[src/rtl/sync_tmr_pkg.sv]
package sync_tmr_pkg;
    localparam int DATA_W      = 16;
    localparam int ADDR_W      = 3;
    localparam int DLY_W       = 8;
    localparam int MAX_DLY     = (1 << DLY_W) - 1;
    localparam int CNT_W       = DATA_W;
    localparam int SUB_W       = 4;
    localparam int TMR_W       = CNT_W + SUB_W;
    localparam logic [ADDR_W-1:0] ADDR_DLY = 3'd3;
    localparam logic [ADDR_W-1:0] ADDR_CNT = 3'd4;
    localparam logic [CNT_W-1:0]  CNT_DEFAULT = 16'h00FF;

    typedef struct packed {
        logic [DLY_W-1:0] dly_b;
        logic [DLY_W-1:0] dly_a;
    } dly_cfg_t;

    typedef struct packed {
        logic             we;
        logic [ADDR_W-1:0] addr;
        logic [DATA_W-1:0] data;
    } wr_req_t;

    function automatic logic [TMR_W-1:0] reload_of(input logic [CNT_W-1:0] c);
        return {c, {SUB_W{1'b1}}};
    endfunction
endpackage

[src/rtl/sync_tmr_regs.sv]
module sync_tmr_regs
    import sync_tmr_pkg::*;
(
    input  logic                clk,
    input  logic                rst,
    input  wr_req_t             req,
    output dly_cfg_t            dly_cfg,
    output logic [CNT_W-1:0]    count_cfg
);
    always_ff @(posedge clk) begin
        if (rst) begin
            dly_cfg   <= '0;
            count_cfg <= CNT_DEFAULT;
        end else if (req.we) begin
            if (req.addr == ADDR_DLY) dly_cfg   <= dly_cfg_t'(req.data);
            if (req.addr == ADDR_CNT) count_cfg <= req.data;
        end
    end
endmodule

[src/rtl/sync_delay_line.sv]
module sync_delay_line #(
    parameter int DW = 8
) (
    input  logic          clk,
    input  logic          rst,
    input  logic          sin,
    input  logic [DW-1:0] dly,
    output logic          dout
);
    localparam int DEPTH = 1 << DW;

    logic [DEPTH-1:0] taps_q;
    logic             out_q;

    always_ff @(posedge clk) begin
        if (rst) begin
            taps_q <= '0;
            out_q  <= 1'b0;
        end else begin
            taps_q <= {taps_q[DEPTH-2:0], sin};
            out_q  <= taps_q[dly];
        end
    end

    assign dout = out_q;

    logic [1:0] age_q;
    always_ff @(posedge clk) begin
        if (rst) age_q <= '0;
        else if (age_q != 2'd3) age_q <= age_q + 2'd1;
    end

    // with zero delay, the output is the input two clocks late
    a_r1_zero_delay: assert property (@(posedge clk) disable iff (rst)
        (age_q == 2'd3 && $past(dly) == '0) |-> dout == $past(sin, 2));
    // outputs low straight after reset
    a_r4_reset_low: assert property (@(posedge clk) rst |=> !dout);
endmodule

[src/rtl/period_counter.sv]
module period_counter
    import sync_tmr_pkg::*;
(
    input  logic             clk,
    input  logic             rst,
    input  logic [CNT_W-1:0] count_cfg,
    output logic             tc
);
    logic [TMR_W-1:0] cnt_q;

    always_ff @(posedge clk) begin
        if (rst)               cnt_q <= reload_of(CNT_DEFAULT);
        else if (cnt_q == '0)  cnt_q <= reload_of(count_cfg);
        else                   cnt_q <= cnt_q - 1'b1;
    end

    assign tc = (cnt_q == '0);

    // decrement by one between reloads
    a_r5_step: assert property (@(posedge clk) disable iff (rst)
        (cnt_q != '0) |=> cnt_q == $past(cnt_q) - 1'b1);
    // reload uses the count value present in the zero cycle
    a_r5_reload: assert property (@(posedge clk) disable iff (rst)
        tc |=> cnt_q == {$past(count_cfg), 4'hF});
    // the pulse never lasts longer than one clock
    a_r6_single: assert property (@(posedge clk) disable iff (rst)
        tc |=> !tc);
endmodule

[src/rtl/sync_timer.sv]
module sync_timer
    import sync_tmr_pkg::*;
(
    input  logic               clk,
    input  logic               rst,
    input  logic               wr_en,
    input  logic [2:0]         wr_addr,
    input  logic [15:0]        wr_data,
    input  logic               sync_a_in,
    input  logic               sync_b_in,
    output logic               dsync_a,
    output logic               dsync_b,
    output logic               tc_pulse
);
    localparam int NCH = 2;

    wr_req_t          req;
    dly_cfg_t         dly_cfg;
    logic [CNT_W-1:0] count_cfg;
    logic [NCH-1:0]   sin_v;
    logic [NCH-1:0]   dout_v;
    logic [DLY_W-1:0] dly_v [NCH];

    assign req     = '{we: wr_en, addr: wr_addr, data: wr_data};
    assign sin_v   = {sync_b_in, sync_a_in};
    assign dly_v[0] = dly_cfg.dly_a;
    assign dly_v[1] = dly_cfg.dly_b;

    sync_tmr_regs u_regs (
        .clk       (clk),
        .rst       (rst),
        .req       (req),
        .dly_cfg   (dly_cfg),
        .count_cfg (count_cfg)
    );

    for (genvar g = 0; g < NCH; g++) begin : g_dly
        sync_delay_line #(.DW(DLY_W)) u_line (
            .clk  (clk),
            .rst  (rst),
            .sin  (sin_v[g]),
            .dly  (dly_v[g]),
            .dout (dout_v[g])
        );
    end

    period_counter u_cnt (
        .clk       (clk),
        .rst       (rst),
        .count_cfg (count_cfg),
        .tc        (tc_pulse)
    );

    assign dsync_a = dout_v[0];
    assign dsync_b = dout_v[1];

    // writes to other addresses leave the configuration alone
    a_r9_other_addr: assert property (@(posedge clk) disable iff (rst)
        (wr_en && wr_addr != ADDR_DLY && wr_addr != ADDR_CNT)
            |=> ($stable(dly_cfg) && $stable(count_cfg)));
endmodule

[config.mk]
export PLATFORM = sky130hd
export DESIGN_NAME = sync_timer
export DESIGN_NICKNAME = d
export VERILOG_FILES = /design/src/rtl/sync_tmr_pkg.sv /design/src/rtl/sync_tmr_regs.sv /design/src/rtl/sync_delay_line.sv /design/src/rtl/period_counter.sv /design/src/rtl/sync_timer.sv
export SDC_FILE = /design/constraint.sdc
export NUM_CORES = 1
export LEC_CHECK = 0
export BUFFER_PORTS_ARGS = -buffer_cell sky130_fd_sc_hd__buf_2
export CAP_MARGIN = 30
export CORE_ASPECT_RATIO = 0.9
export CORE_MARGIN = 2
export CORE_UTILIZATION = 40
export DETAILED_ROUTE_END_ITERATION = 6
export SYNTH_ARGS = -nofsm -noshare
export SYNTH_HDL_FRONTEND = slang
export SYNTH_SLANG_ARGS = --single-unit
[constraint.sdc]
create_clock -name clk -period 2.8 [get_ports clk]
set_input_delay 0 -clock clk [delete_from_list [all_inputs] [get_ports clk]]
set_output_delay 0 -clock clk [all_outputs]
set_load 0.02 [all_outputs]
==> results of run 1 <==
## final cells by class
cell class	instances	area, µm²	area share
clock inverters	18	186.4	0.008046
repair buffers	78	678.2	0.02927
well taps	680	850.8	0.03672
clock buffers	84	1627	0.07020
flip-flops and latches	566	11340	0.4895
inverters	8	30.03	0.001296
multi-input cells	1080	8457	0.3650
## flip-flops by register name, indices dropped and copies added, names as in the netlist
signal and flops:
g_dly.u_line.dout 2, u_regs.dly_cfg 16, u_cnt.cnt_q 20, u_regs.count_cfg 16
g_dly.u_line.taps_q 512
## report_power, final
part	switching, W	internal [W]	leakage, nW	total, W
logic	0.000244	0.000118	2.85	0.000362
registers	0.0000260	0.00807	4.56	0.00810
clock network	0.00307	0.00428	0.896	0.00734
## stage by stage
step	cells	area, µm²
floorplan	1777	20400
CTS	2514	23170
global route	2514	23170
global placement	2393	21170
finish	2514	23170
detailed placement	2393	21170
## layer usage
metal	vias to the layer above	wire length (µm)	GRT usage
met1	5951	20440	0.2247
li1	6052	-	-
met4	0	831	0.04362
met3	58	1548	0.03095
met5	-	0	0
met2	178	16860	0.2301
## what timing repair did
action,4_1_cts,5_1_grt
hold endpoints to repair,68,0
hold buffers,19,0
setup buffers,0,0
## synthesized netlist by cell type, drive strengths merged, types with 7 or more instances
master | count | area [µm²]
a211oi | 11 | 87.58
a21oi | 41 | 205.2
buf | 34 | 242.7
clkbuf | 88 | 330.3
dfxtp | 566 | 11330
inv | 8 | 30.03
mux2 | 10 | 112.6
mux2i | 66 | 660.6
mux4 | 98 | 2207
nand2 | 102 | 385.4
nand2b | 20 | 125.1
nand3 | 18 | 90.09
nand3b | 8 | 60.06
nand4 | 7 | 43.79
nor2 | 33 | 123.9
nor2b | 519 | 3247
nor3 | 10 | 50.05
o211ai | 7 | 52.55
o21ai | 20 | 100.1
o221ai | 16 | 140.1
o22ai | 16 | 100.1
xnor2 | 7 | 61.31
xor2 | 9 | 78.83
## critical path: stages, from the launching register on
cell	delay [ns]
sky130_fd_sc_hd__dfxtp_4	0.63
sky130_fd_sc_hd__buf_12	0.29
sky130_fd_sc_hd__buf_4	0.20
sky130_fd_sc_hd__mux4_2	0.49
sky130_fd_sc_hd__a22oi_1	0.23
sky130_fd_sc_hd__nand4_1	0.12
sky130_fd_sc_hd__nand4_1	0.16
sky130_fd_sc_hd__o22ai_1	0.11
## cell families (layout without fill, tap and decap cells)
kind of cell | after synthesis | in the layout | share of synthesized area
AND/OR/NAND/NOR | 752 | 752 | 0.2164
flip-flops | 566 | 566 | 0.5554
multiplexers | 174 | 174 | 0.1461
AO/OA/AOI/OAI | 136 | 136 | 0.04398
buffers and inverters | 131 | 188 | 0.02999
XOR/XNOR | 16 | 16 | 0.006870
adder cells (fa/ha/maj) | 2 | 2 | 0.001226
## path summary, 6_finish.rpt
path,to,depth (start not counted),slack (ns),start
max reg2reg,g_dly[0].u_line.dout$_SDFF_PP0_,7,0.42,u_regs.dly_cfg[0]$_SDFFE_PP0P_
min reg2reg,u_cnt.cnt_q[0]$_SDFF_PP1_,1,0.40,u_cnt.cnt_q[0]$_SDFF_PP1_
max,g_dly[0].u_line.dout$_SDFF_PP0_,7,0.42,u_regs.dly_cfg[0]$_SDFFE_PP0P_
min,u_regs.count_cfg[15]$_SDFFE_PP0P_,4,0.09,wr_addr[2]
==> impl_metrics.py, run 1 <==
metrics = {
    "status": {
        "outcome": "complete, no violations",
    },
    "layout": {
        "num_antenna_cells": 0,
        "layout.nets": 1815,
        "drive_gt1_frac": 0.1434,
        "final_common_cell": "sky130_fd_sc_hd__dfxtp_1",
        "n_fill_cell": 4611,
        "final_cell_mix": "sky130_fd_sc_hd__dfxtp_1, sky130_fd_sc_hd__nor2b_1, sky130_fd_sc_hd__nand2_1, sky130_fd_sc_hd__mux4_2, sky130_fd_sc_hd__mux2i_1",
        "finish.utilization": 0.4601,
        "area.growth.synth_to_final_pct": 13.58,
    },
    "setup_path": {
        "crit_arrival_ns": 2.87,
        "path_class": "reg2reg",
        "worstSetupStartpointType": "flip-flop",
        "crit_path_max_fanout": 29,
        "end_kind": "flip-flop",
        "critPathRequiredTime_ns": 3.28,
    },
    "power_and_ir_drop": {
        "pwr_density_cell_nw_per_um2": 682.1,
        "total_power_w": 0.01580,
        "irDropWorstVdd_mv": 0.4470,
        "total_leakage_power_nw": 8.314,
    },
    "grt": {
        "grt_antenna_before_repair": 1,
        "globalRouteTotalUtil": 0.1537,
        "grt_pass1_vias": 12420,
        "maximum_number_of_pins_on_one_net_before_global_route_repair": 202,
        "grt_first_pass_wirelength_um": 66210,
        "grt_overflow": 0,
    },
    "sta": {
        "hold_viol_final": 0,
        "timing_max_transition_violations_final": 0,
        "final_critical_path_setup_slack_ns": 0.4169,
        "skew_ns": 0.02246,
        "timing.hold.ws_ns": 0.09249,
        "achievable-frequency_ghz": 0.4196,
        "share_of_the_clock_period_used_by_the_worst_path": 0.8511,
        "tightestPinTransition_ns": 0.8284,
        "slew_headroom": 0.4477,
        "timing.final.crit_period_ns": 2.383,
        "rsz0062_at_grt": "no",
        "tns_ns": 0,
        "finalSetupViolCount": 0,
    },
    "drt": {
        "drt_wl_cell_um": 15.79,
        "drt_iter0_drc": 680,
        "antenna_violating_nets_post_route": 0,
        "drt_pass1_iterations": 5,
        "via_per_inst": 4.868,
        "detail_route.drc_violations": 0,
        "wirelength_um": 39690,
        "vias_post_dr": 12240,
    },
    "synthesis": {
        "synthCells": 1777,
        "syn-cell-area_um2": 20400,
        "postSynthAreaPerCell_um2": 11.48,
        "yosysUniqueCellTypes": 53,
        "ys.warnings.count": 0,
        "postSynth.topFlopCell": "sky130_fd_sc_hd__dfxtp_1",
        "part_of_the_yosys_area_used_for_sequential_elements": 0.5554,
        "synth_edf_count": 0,
        "async_flop_share": 0,
        "postSynthRegisterBits": 566,
        "synth.net_count": 1803,
    },
    "cts": {
        "cts.root.buffer_cell": "sky130_fd_sc_hd__clkbuf_16",
        "cts_resized": 0,
        "tritoncts_buffer_count": 55,
        "cts_num_sinks": 566,
        "path_clk_slew_ns": 0.06,
        "tritoncts": "built",
        "clock_tree.htree_level_count": 2,
        "cts_buffer_depth": 3,
        "clock_insertion_delay_worst_skew_ns": 0.60,
    },
    "die": {
        "io_pins": 27,
        "die-height_um": 218.2,
        "floorplan.initialDensity": 0.4051,
        "fp.dieArea_um2": 52820,
        "die_width_um": 242.0,
        "core_um2": 50360,
        "core.rowCount": 78,
    },
    "job": {
        "max_cap_violations": 0,
    },
    "place": {
        "place.port_buffers": 26,
        "post-dp-hpwl_um": 24480,
        "gp_congestion": 0.7646,
        "setup_slack_placement_ns": 0.4206,
    },
    "worst_hold_path": {
        "worst_hold_path_type": "in2reg",
    },
}
No activity file was read; power rests on OpenSTA's default activity.
==> run 2: changes to the inputs <==
--- a/config.mk
+++ b/config.mk
@@ -7,10 +7,13 @@
 export LEC_CHECK = 0
 export BUFFER_PORTS_ARGS = -buffer_cell sky130_fd_sc_hd__buf_2
 export CAP_MARGIN = 30
+export CELL_PAD_IN_SITES_DETAIL_PLACEMENT = 1
+export CELL_PAD_IN_SITES_GLOBAL_PLACEMENT = 1
 export CORE_ASPECT_RATIO = 0.9
 export CORE_MARGIN = 2
 export CORE_UTILIZATION = 40
 export DETAILED_ROUTE_END_ITERATION = 6
+export PLACE_DENSITY_LB_ADDON = 0.1
 export SYNTH_ARGS = -nofsm -noshare
 export SYNTH_HDL_FRONTEND = slang
 export SYNTH_SLANG_ARGS = --single-unit
==> impl_metrics.py, run 2 (same netlist as run 1, synthesis figures left out) <==
metrics = {
    "sta": {
        "slew_headroom": 0.3722,
        "hold_viol_final": 0,
        "tns_ns": 0,
        "timing.hold.ws_ns": 0.1499,
        "tightestPinTransition_ns": 0.9417,
        "achievable-frequency_ghz": 0.3947,
        "timing_max_transition_violations_final": 0,
        "share_of_the_clock_period_used_by_the_worst_path": 0.9049,
        "skew_ns": 0.01218,
        "rsz0062_at_grt": "no",
        "timing.final.crit_period_ns": 2.534,
        "finalSetupViolCount": 0,
    },
    "power_and_ir_drop": {
        "irDropWorstVdd_mv": 0.4416,
        "total_leakage_power_nw": 8.410,
        "total_power_w": 0.01620,
        "pwr_density_cell_nw_per_um2": 694.0,
    },
    "place": {
        "total_placed_instance_area_um2": 21200,
        "post-dp-hpwl_um": 28640,
        "gp_congestion": 0.7143,
        "place.port_buffers": 26,
    },
    "die": {
        "core_um2": 50360,
        "die-height_um": 218.2,
        "floorplan.initialDensity": 0.4051,
        "die_width_um": 242.0,
        "fp.dieArea_um2": 52820,
        "io_pins": 27,
        "core.rowCount": 78,
    },
    "drt": {
        "antenna_violating_nets_post_route": 0,
        "via_per_inst": 4.964,
        "drt_wl_cell_um": 18.19,
        "wirelength_um": 46060,
        "detail_route.drc_violations": 0,
        "drt_iter0_drc": 628,
        "vias_post_dr": 12570,
        "drt_pass1_iterations": 4,
    },
    "layout": {
        "num_antenna_cells": 0,
        "reg_top3": "g_dly.u_line.taps_q x512, u_cnt.cnt_q x20",
        "finish.utilization": 0.4635,
        "final_common_cell": "sky130_fd_sc_hd__dfxtp_1",
        "final_cell_mix": "sky130_fd_sc_hd__dfxtp_1, sky130_fd_sc_hd__nor2b_1, sky130_fd_sc_hd__nand2_1, sky130_fd_sc_hd__mux4_2, sky130_fd_sc_hd__mux2i_1",
        "layout.nets": 1828,
        "drive_gt1_frac": 0.1479,
        "largest_reg_flops": 512,
        "final_area_um2": 23340,
        "area.growth.synth_to_final_pct": 14.41,
        "top_register": "g_dly.u_line.taps_q",
    },
    "cts": {
        "cts_setup_buffers": 0,
        "cts_num_sinks": 566,
        "cts_buffer_depth": 3,
        "clock_tree.htree_level_count": 2,
        "path_clk_slew_ns": 0.06,
        "cts_resized": 0,
        "cts.root.buffer_cell": "sky130_fd_sc_hd__clkbuf_16",
        "tritoncts": "built",
        "clock_insertion_delay_worst_skew_ns": 0.61,
        "tritoncts_buffer_count": 59,
    },
    "setup_path": {
        "worstSetupStartpointType": "flip-flop",
        "critPathRequiredTime_ns": 3.32,
        "critPathBufInv": 2,
        "path_class": "reg2reg",
        "cp_cell_sequence": "buf_12 > buf_4 > mux2i_1 > o221ai_1 > o22ai_1 > nor3_1 > nand4_1 > o22ai_1",
        "crit_slowest_cell": "sky130_fd_sc_hd__dfxtp_4",
        "crit_top_cell": "sky130_fd_sc_hd__o22ai_1",
        "cp_slowest_stage_delay_ns": 0.67,
        "crit_path_max_fanout": 27,
        "end_kind": "flip-flop",
        "cpLargestDelayFamily": "simple AND/OR/NAND/NOR gates",
        "crit_arrival_ns": 3.06,
    },
    "grt": {
        "grt_pass1_vias": 13550,
        "grt_first_pass_wirelength_um": 75900,
        "grt_antenna_before_repair": 0,
        "globalRouteTotalUtil": 0.1791,
        "maximum_number_of_pins_on_one_net_before_global_route_repair": 158,
        "grt_overflow": 0,
    },
    "worst_hold_path": {
        "worst_hold_path_type": "in2reg",
    },
    "job": {
        "max_cap_violations": 0,
    },
    "status": {
        "outcome": "complete, no violations",
    },
}
## run 2: cell count changes in the layout (fill, tap and decap cells not counted), sizes merged
| cell | before | now |
|---|---|---|
| dlygate4sd3 | 19 | 22 |
| inv | 9 | 8 |
| clkinv | 13 | 20 |
| clkbuf | 84 | 87 |
| buf | 59 | 65 |
## run 2: routing by layer
layer,global-route usage,vias up,part of all wire
met5,0,-,0
met4,0.05288,0,0.020
li1,-,6066,-
met1,0.2682,6270,0.53
met3,0.02972,70,0.040
met2,0.2644,164,0.41
## run 2: worst min-delay path: stages
cell	delay (ns)
sky130_fd_sc_hd__dlygate4sd3_1	0.52
sky130_fd_sc_hd__buf_2	0.09
sky130_fd_sc_hd__nor2b_1	0.10
## run 2: final cells by class
| cell class | count | area, µm² |
|---|---|---|
| clock buffer | 87 | 1724 |
| clock inverter | 24 | 192.7 |
| fill | 5320 | 27020 |
| inverter | 8 | 30.03 |
| multi-input combinational | 1080 | 8457 |
| sequential | 566 | 11340 |
| tap | 680 | 850.8 |
| timing repair buffer | 87 | 740.7 |
## run 2: timing repair
item                                    in CTS  in global routing
endpoints found under the setup margin       0                  0
endpoints found under the hold margin       93                  0
hold buffers                                22                  0
## run 2: where the power goes
group | internal, W | leakage (nW) | switching, W
Sequential | 0.00807 | 4.56 | 0.0000267
Clock | 0.00452 | 0.954 | 0.00320
Combinational | 0.000123 | 2.89 | 0.000260
## run 2: final timing paths
kind	start	end	slack (ns)	cells after the start
setup reg to reg	u_regs.dly_cfg[8]$_SDFFE_PP0P_	g_dly[1].u_line.dout$_SDFF_PP0_	0.27	8
setup / recovery	u_regs.dly_cfg[8]$_SDFFE_PP0P_	g_dly[1].u_line.dout$_SDFF_PP0_	0.27	8
hold reg to reg	u_cnt.cnt_q[0]$_SDFF_PP1_	u_cnt.cnt_q[0]$_SDFF_PP1_	0.40	1
hold / removal	sync_a_in	g_dly[0].u_line.taps_q[0]$_SDFF_PP0_	0.15	3
## run 2: metrics by stage
step	std cells	setup slack (ns)
2_1_floorplan	1777	0.7774
3_3_place_gp	2399	0.2962
3_5_place_dp	2399	0.2769
4_1_cts	2532	0.2445
5_1_grt	2532	0.03177
6_report	2532	0.2663
==> run 3: changes to the inputs <==
--- a/config.mk
+++ b/config.mk
@@ -13,6 +13,7 @@
 export CORE_MARGIN = 2
 export CORE_UTILIZATION = 40
 export DETAILED_ROUTE_END_ITERATION = 6
+export MAX_ROUTING_LAYER = met4
 export PLACE_DENSITY_LB_ADDON = 0.1
 export SYNTH_ARGS = -nofsm -noshare
 export SYNTH_HDL_FRONTEND = slang
==> impl_metrics.py, run 3 (same netlist as run 1, synthesis figures left out) <==
metrics = {
    "layout": {
        "reg_top3": "g_dly.u_line.taps_q x512, u_cnt.cnt_q x20",
        "layout.nets": 1828,
        "final_common_cell": "sky130_fd_sc_hd__dfxtp_1",
        "final_area_um2": 23340,
        "final_cell_mix": "sky130_fd_sc_hd__dfxtp_1, sky130_fd_sc_hd__nor2b_1, sky130_fd_sc_hd__nand2_1, sky130_fd_sc_hd__mux4_2, sky130_fd_sc_hd__mux2i_1",
        "drive_gt1_frac": 0.1479,
        "n_fill_cell": 5320,
        "area.growth.synth_to_final_pct": 14.41,
        "largest_reg_flops": 512,
        "top_register": "g_dly.u_line.taps_q",
        "num_antenna_cells": 0,
    },
    "drt": {
        "vias_post_dr": 12570,
        "wirelength_um": 46010,
        "drt_wl_cell_um": 18.17,
        "via_per_inst": 4.964,
        "antenna_violating_nets_post_route": 0,
        "drt_pass1_iterations": 4,
        "drt_iter0_drc": 601,
        "detail_route.drc_violations": 0,
    },
    "sta": {
        "finalSetupViolCount": 0,
        "timing.hold.ws_ns": 0.1506,
        "timing_max_transition_violations_final": 0,
        "share_of_the_clock_period_used_by_the_worst_path": 0.9085,
        "slew_headroom": 0.3774,
        "hold_viol_final": 0,
        "rsz0062_at_grt": "no",
        "achievable-frequency_ghz": 0.3931,
        "timing.final.crit_period_ns": 2.544,
        "skew_ns": 0.01365,
        "tns_ns": 0,
        "tightestPinTransition_ns": 0.9339,
    },
    "power_and_ir_drop": {
        "sequentialPowerShare": 0.500,
        "combPwrFrac": 0.024,
        "irDropWorstVdd_mv": 0.4417,
        "internal-power_w": 0.01271,
        "power.share.clock": 0.476,
        "total_leakage_power_nw": 8.410,
        "total_power_w": 0.01619,
        "net_switching_power_w": 0.003476,
        "pwr_density_cell_nw_per_um2": 693.6,
        "switching_portion_of_total_power": 0.2147,
    },
    "setup_path": {
        "worstSetupStartpointType": "flip-flop",
        "cp_cell_sequence": "buf_12 > buf_4 > mux2i_1 > o221ai_1 > a21oi_1 > a211oi_1 > nand4_1 > o22ai_1",
        "crit_arrival_ns": 3.07,
        "cp_slowest_stage_delay_ns": 0.68,
        "endpoint": "g_dly[1].u_line.dout$_SDFF_PP0_",
        "crit_slowest_cell": "sky130_fd_sc_hd__dfxtp_4",
        "reg2reg_to": "g_dly[1].u_line.dout$_SDFF_PP0_",
        "r2r_cells": 8,
        "crit_path_start": "u_regs.dly_cfg[8]$_SDFFE_PP0P_",
        "path_class": "reg2reg",
        "reg2reg_slack_ns": 0.26,
        "critPathRequiredTime_ns": 3.32,
        "crit_path_max_fanout": 27,
        "end_kind": "flip-flop",
        "worstReg2RegStart": "u_regs.dly_cfg[8]$_SDFFE_PP0P_",
    },
    "grt": {
        "grt_use_met2": 0.2644,
        "grt_overflow": 0,
        "gr_util_met3": 0.02972,
        "globalRouteTotalUtil": 0.1846,
        "grt_antenna_before_repair": 0,
        "busiest_layer": "met1",
        "maximum_number_of_pins_on_one_net_before_global_route_repair": 158,
        "grt_pass1_vias": 13530,
        "grt_first_pass_wirelength_um": 75960,
        "grtUsageMet1": 0.2685,
    },
    "status": {
        "outcome": "complete, no violations",
    },
    "cts": {
        "clock_insertion_delay_worst_skew_ns": 0.61,
        "tritoncts": "built",
        "tritoncts_buffer_count": 59,
        "cts.root.buffer_cell": "sky130_fd_sc_hd__clkbuf_16",
        "path_clk_slew_ns": 0.06,
        "cts_setup_buffers": 0,
        "cts_resized": 0,
        "cts_buffer_depth": 3,
        "clock_tree.htree_level_count": 2,
        "cts_num_sinks": 566,
    },
    "die": {
        "core.rowCount": 78,
        "die-height_um": 218.2,
        "fp.dieArea_um2": 52820,
        "io_pins": 27,
        "floorplan.initialDensity": 0.4051,
        "core_um2": 50360,
        "die_width_um": 242.0,
    },
    "place": {
        "place.port_buffers": 26,
        "gp_congestion": 0.7225,
        "post-dp-hpwl_um": 28640,
        "total_placed_instance_area_um2": 21200,
    },
    "worst_hold_path": {
        "worst_hold_path_type": "in2reg",
    },
    "job": {
        "max_cap_violations": 0,
    },
}
==> run 3: cell counts in the layout (fill, tap and decap cells not counted) <==
Identical to the previous run, type by type.
==> run 3: critical path: cells and delay by family, from the launching register on <==
family	cells	cell delay [ns]
buf+inv	2	0.48
compound gates	4	0.93
simple gates	1	0.24
mux	1	0.08
flops	1	0.68
==> run 3: metrics by stage <==
stage	setup slack, ns	std cells	util
2_1_floorplan	0.7774	1777	-
3_3_place_gp	0.2962	2399	0.4210
3_5_place_dp	0.2769	2399	0.4210
4_1_cts	0.2445	2532	0.4635
5_1_grt	0.02752	2532	0.4635
6_report	0.2561	2532	0.4635
==> run 3: area by class of cell <==
cell class	instances	area [µm²]	area share
Clock buffer	87	1724	0.07388
Clock inverter	24	192.7	0.008256
Inverter	8	30.03	0.001287
Multi-Input combinational cell	1080	8457	0.3624
Sequential cell	566	11340	0.4860
Tap cell	680	850.8	0.03646
Timing Repair Buffer	87	740.7	0.03174
==> run 3: what timing repair did <==
item,4_1_cts,5_1_grt
setup endpoints to repair,0,0
hold buffers,22,0
hold endpoints to repair,93,0
==> run 3: worst min-delay path by stage <==
stage               start                                   end  slack (ns)  cells past startpoint
6_report        sync_a_in  g_dly[0].u_line.taps_q[0]$_SDFF_PP0_        0.15                      3
5_1_grt         sync_a_in  g_dly[0].u_line.taps_q[0]$_SDFF_PP0_        0.15                      3
4_1_cts         sync_a_in  g_dly[0].u_line.taps_q[0]$_SDFF_PP0_        0.12                      3
3_5_place_dp    sync_b_in  g_dly[1].u_line.taps_q[0]$_SDFF_PP0_        0.22                      2
3_3_place_gp   wr_data[0]      u_regs.count_cfg[0]$_SDFFE_PP1P_        0.23                      3
2_1_floorplan  wr_data[0]      u_regs.count_cfg[0]$_SDFFE_PP1P_        0.12                      2
==> run 3: metal layers <==
metal | share of wire | wire length, µm
met1 | 0.53 | 24590
met2 | 0.41 | 19030
met3 | 0.033 | 1515
met4 | 0.019 | 882
met5 | 0 | 0
==> run 3: power groups by stage <==
stage | sequential [W] | combinational [W] | clock [W]
6_report | 0.00810 | 0.000381 | 0.00771
2_1_floorplan | 0.00827 | 0.000252 | 0
5_1_grt | 0.00810 | 0.000421 | 0.00831
3_5_place_dp | 0.00828 | 0.000364 | 0
3_3_place_gp | 0.00828 | 0.000359 | 0
4_1_cts | 0.00810 | 0.000388 | 0.00796
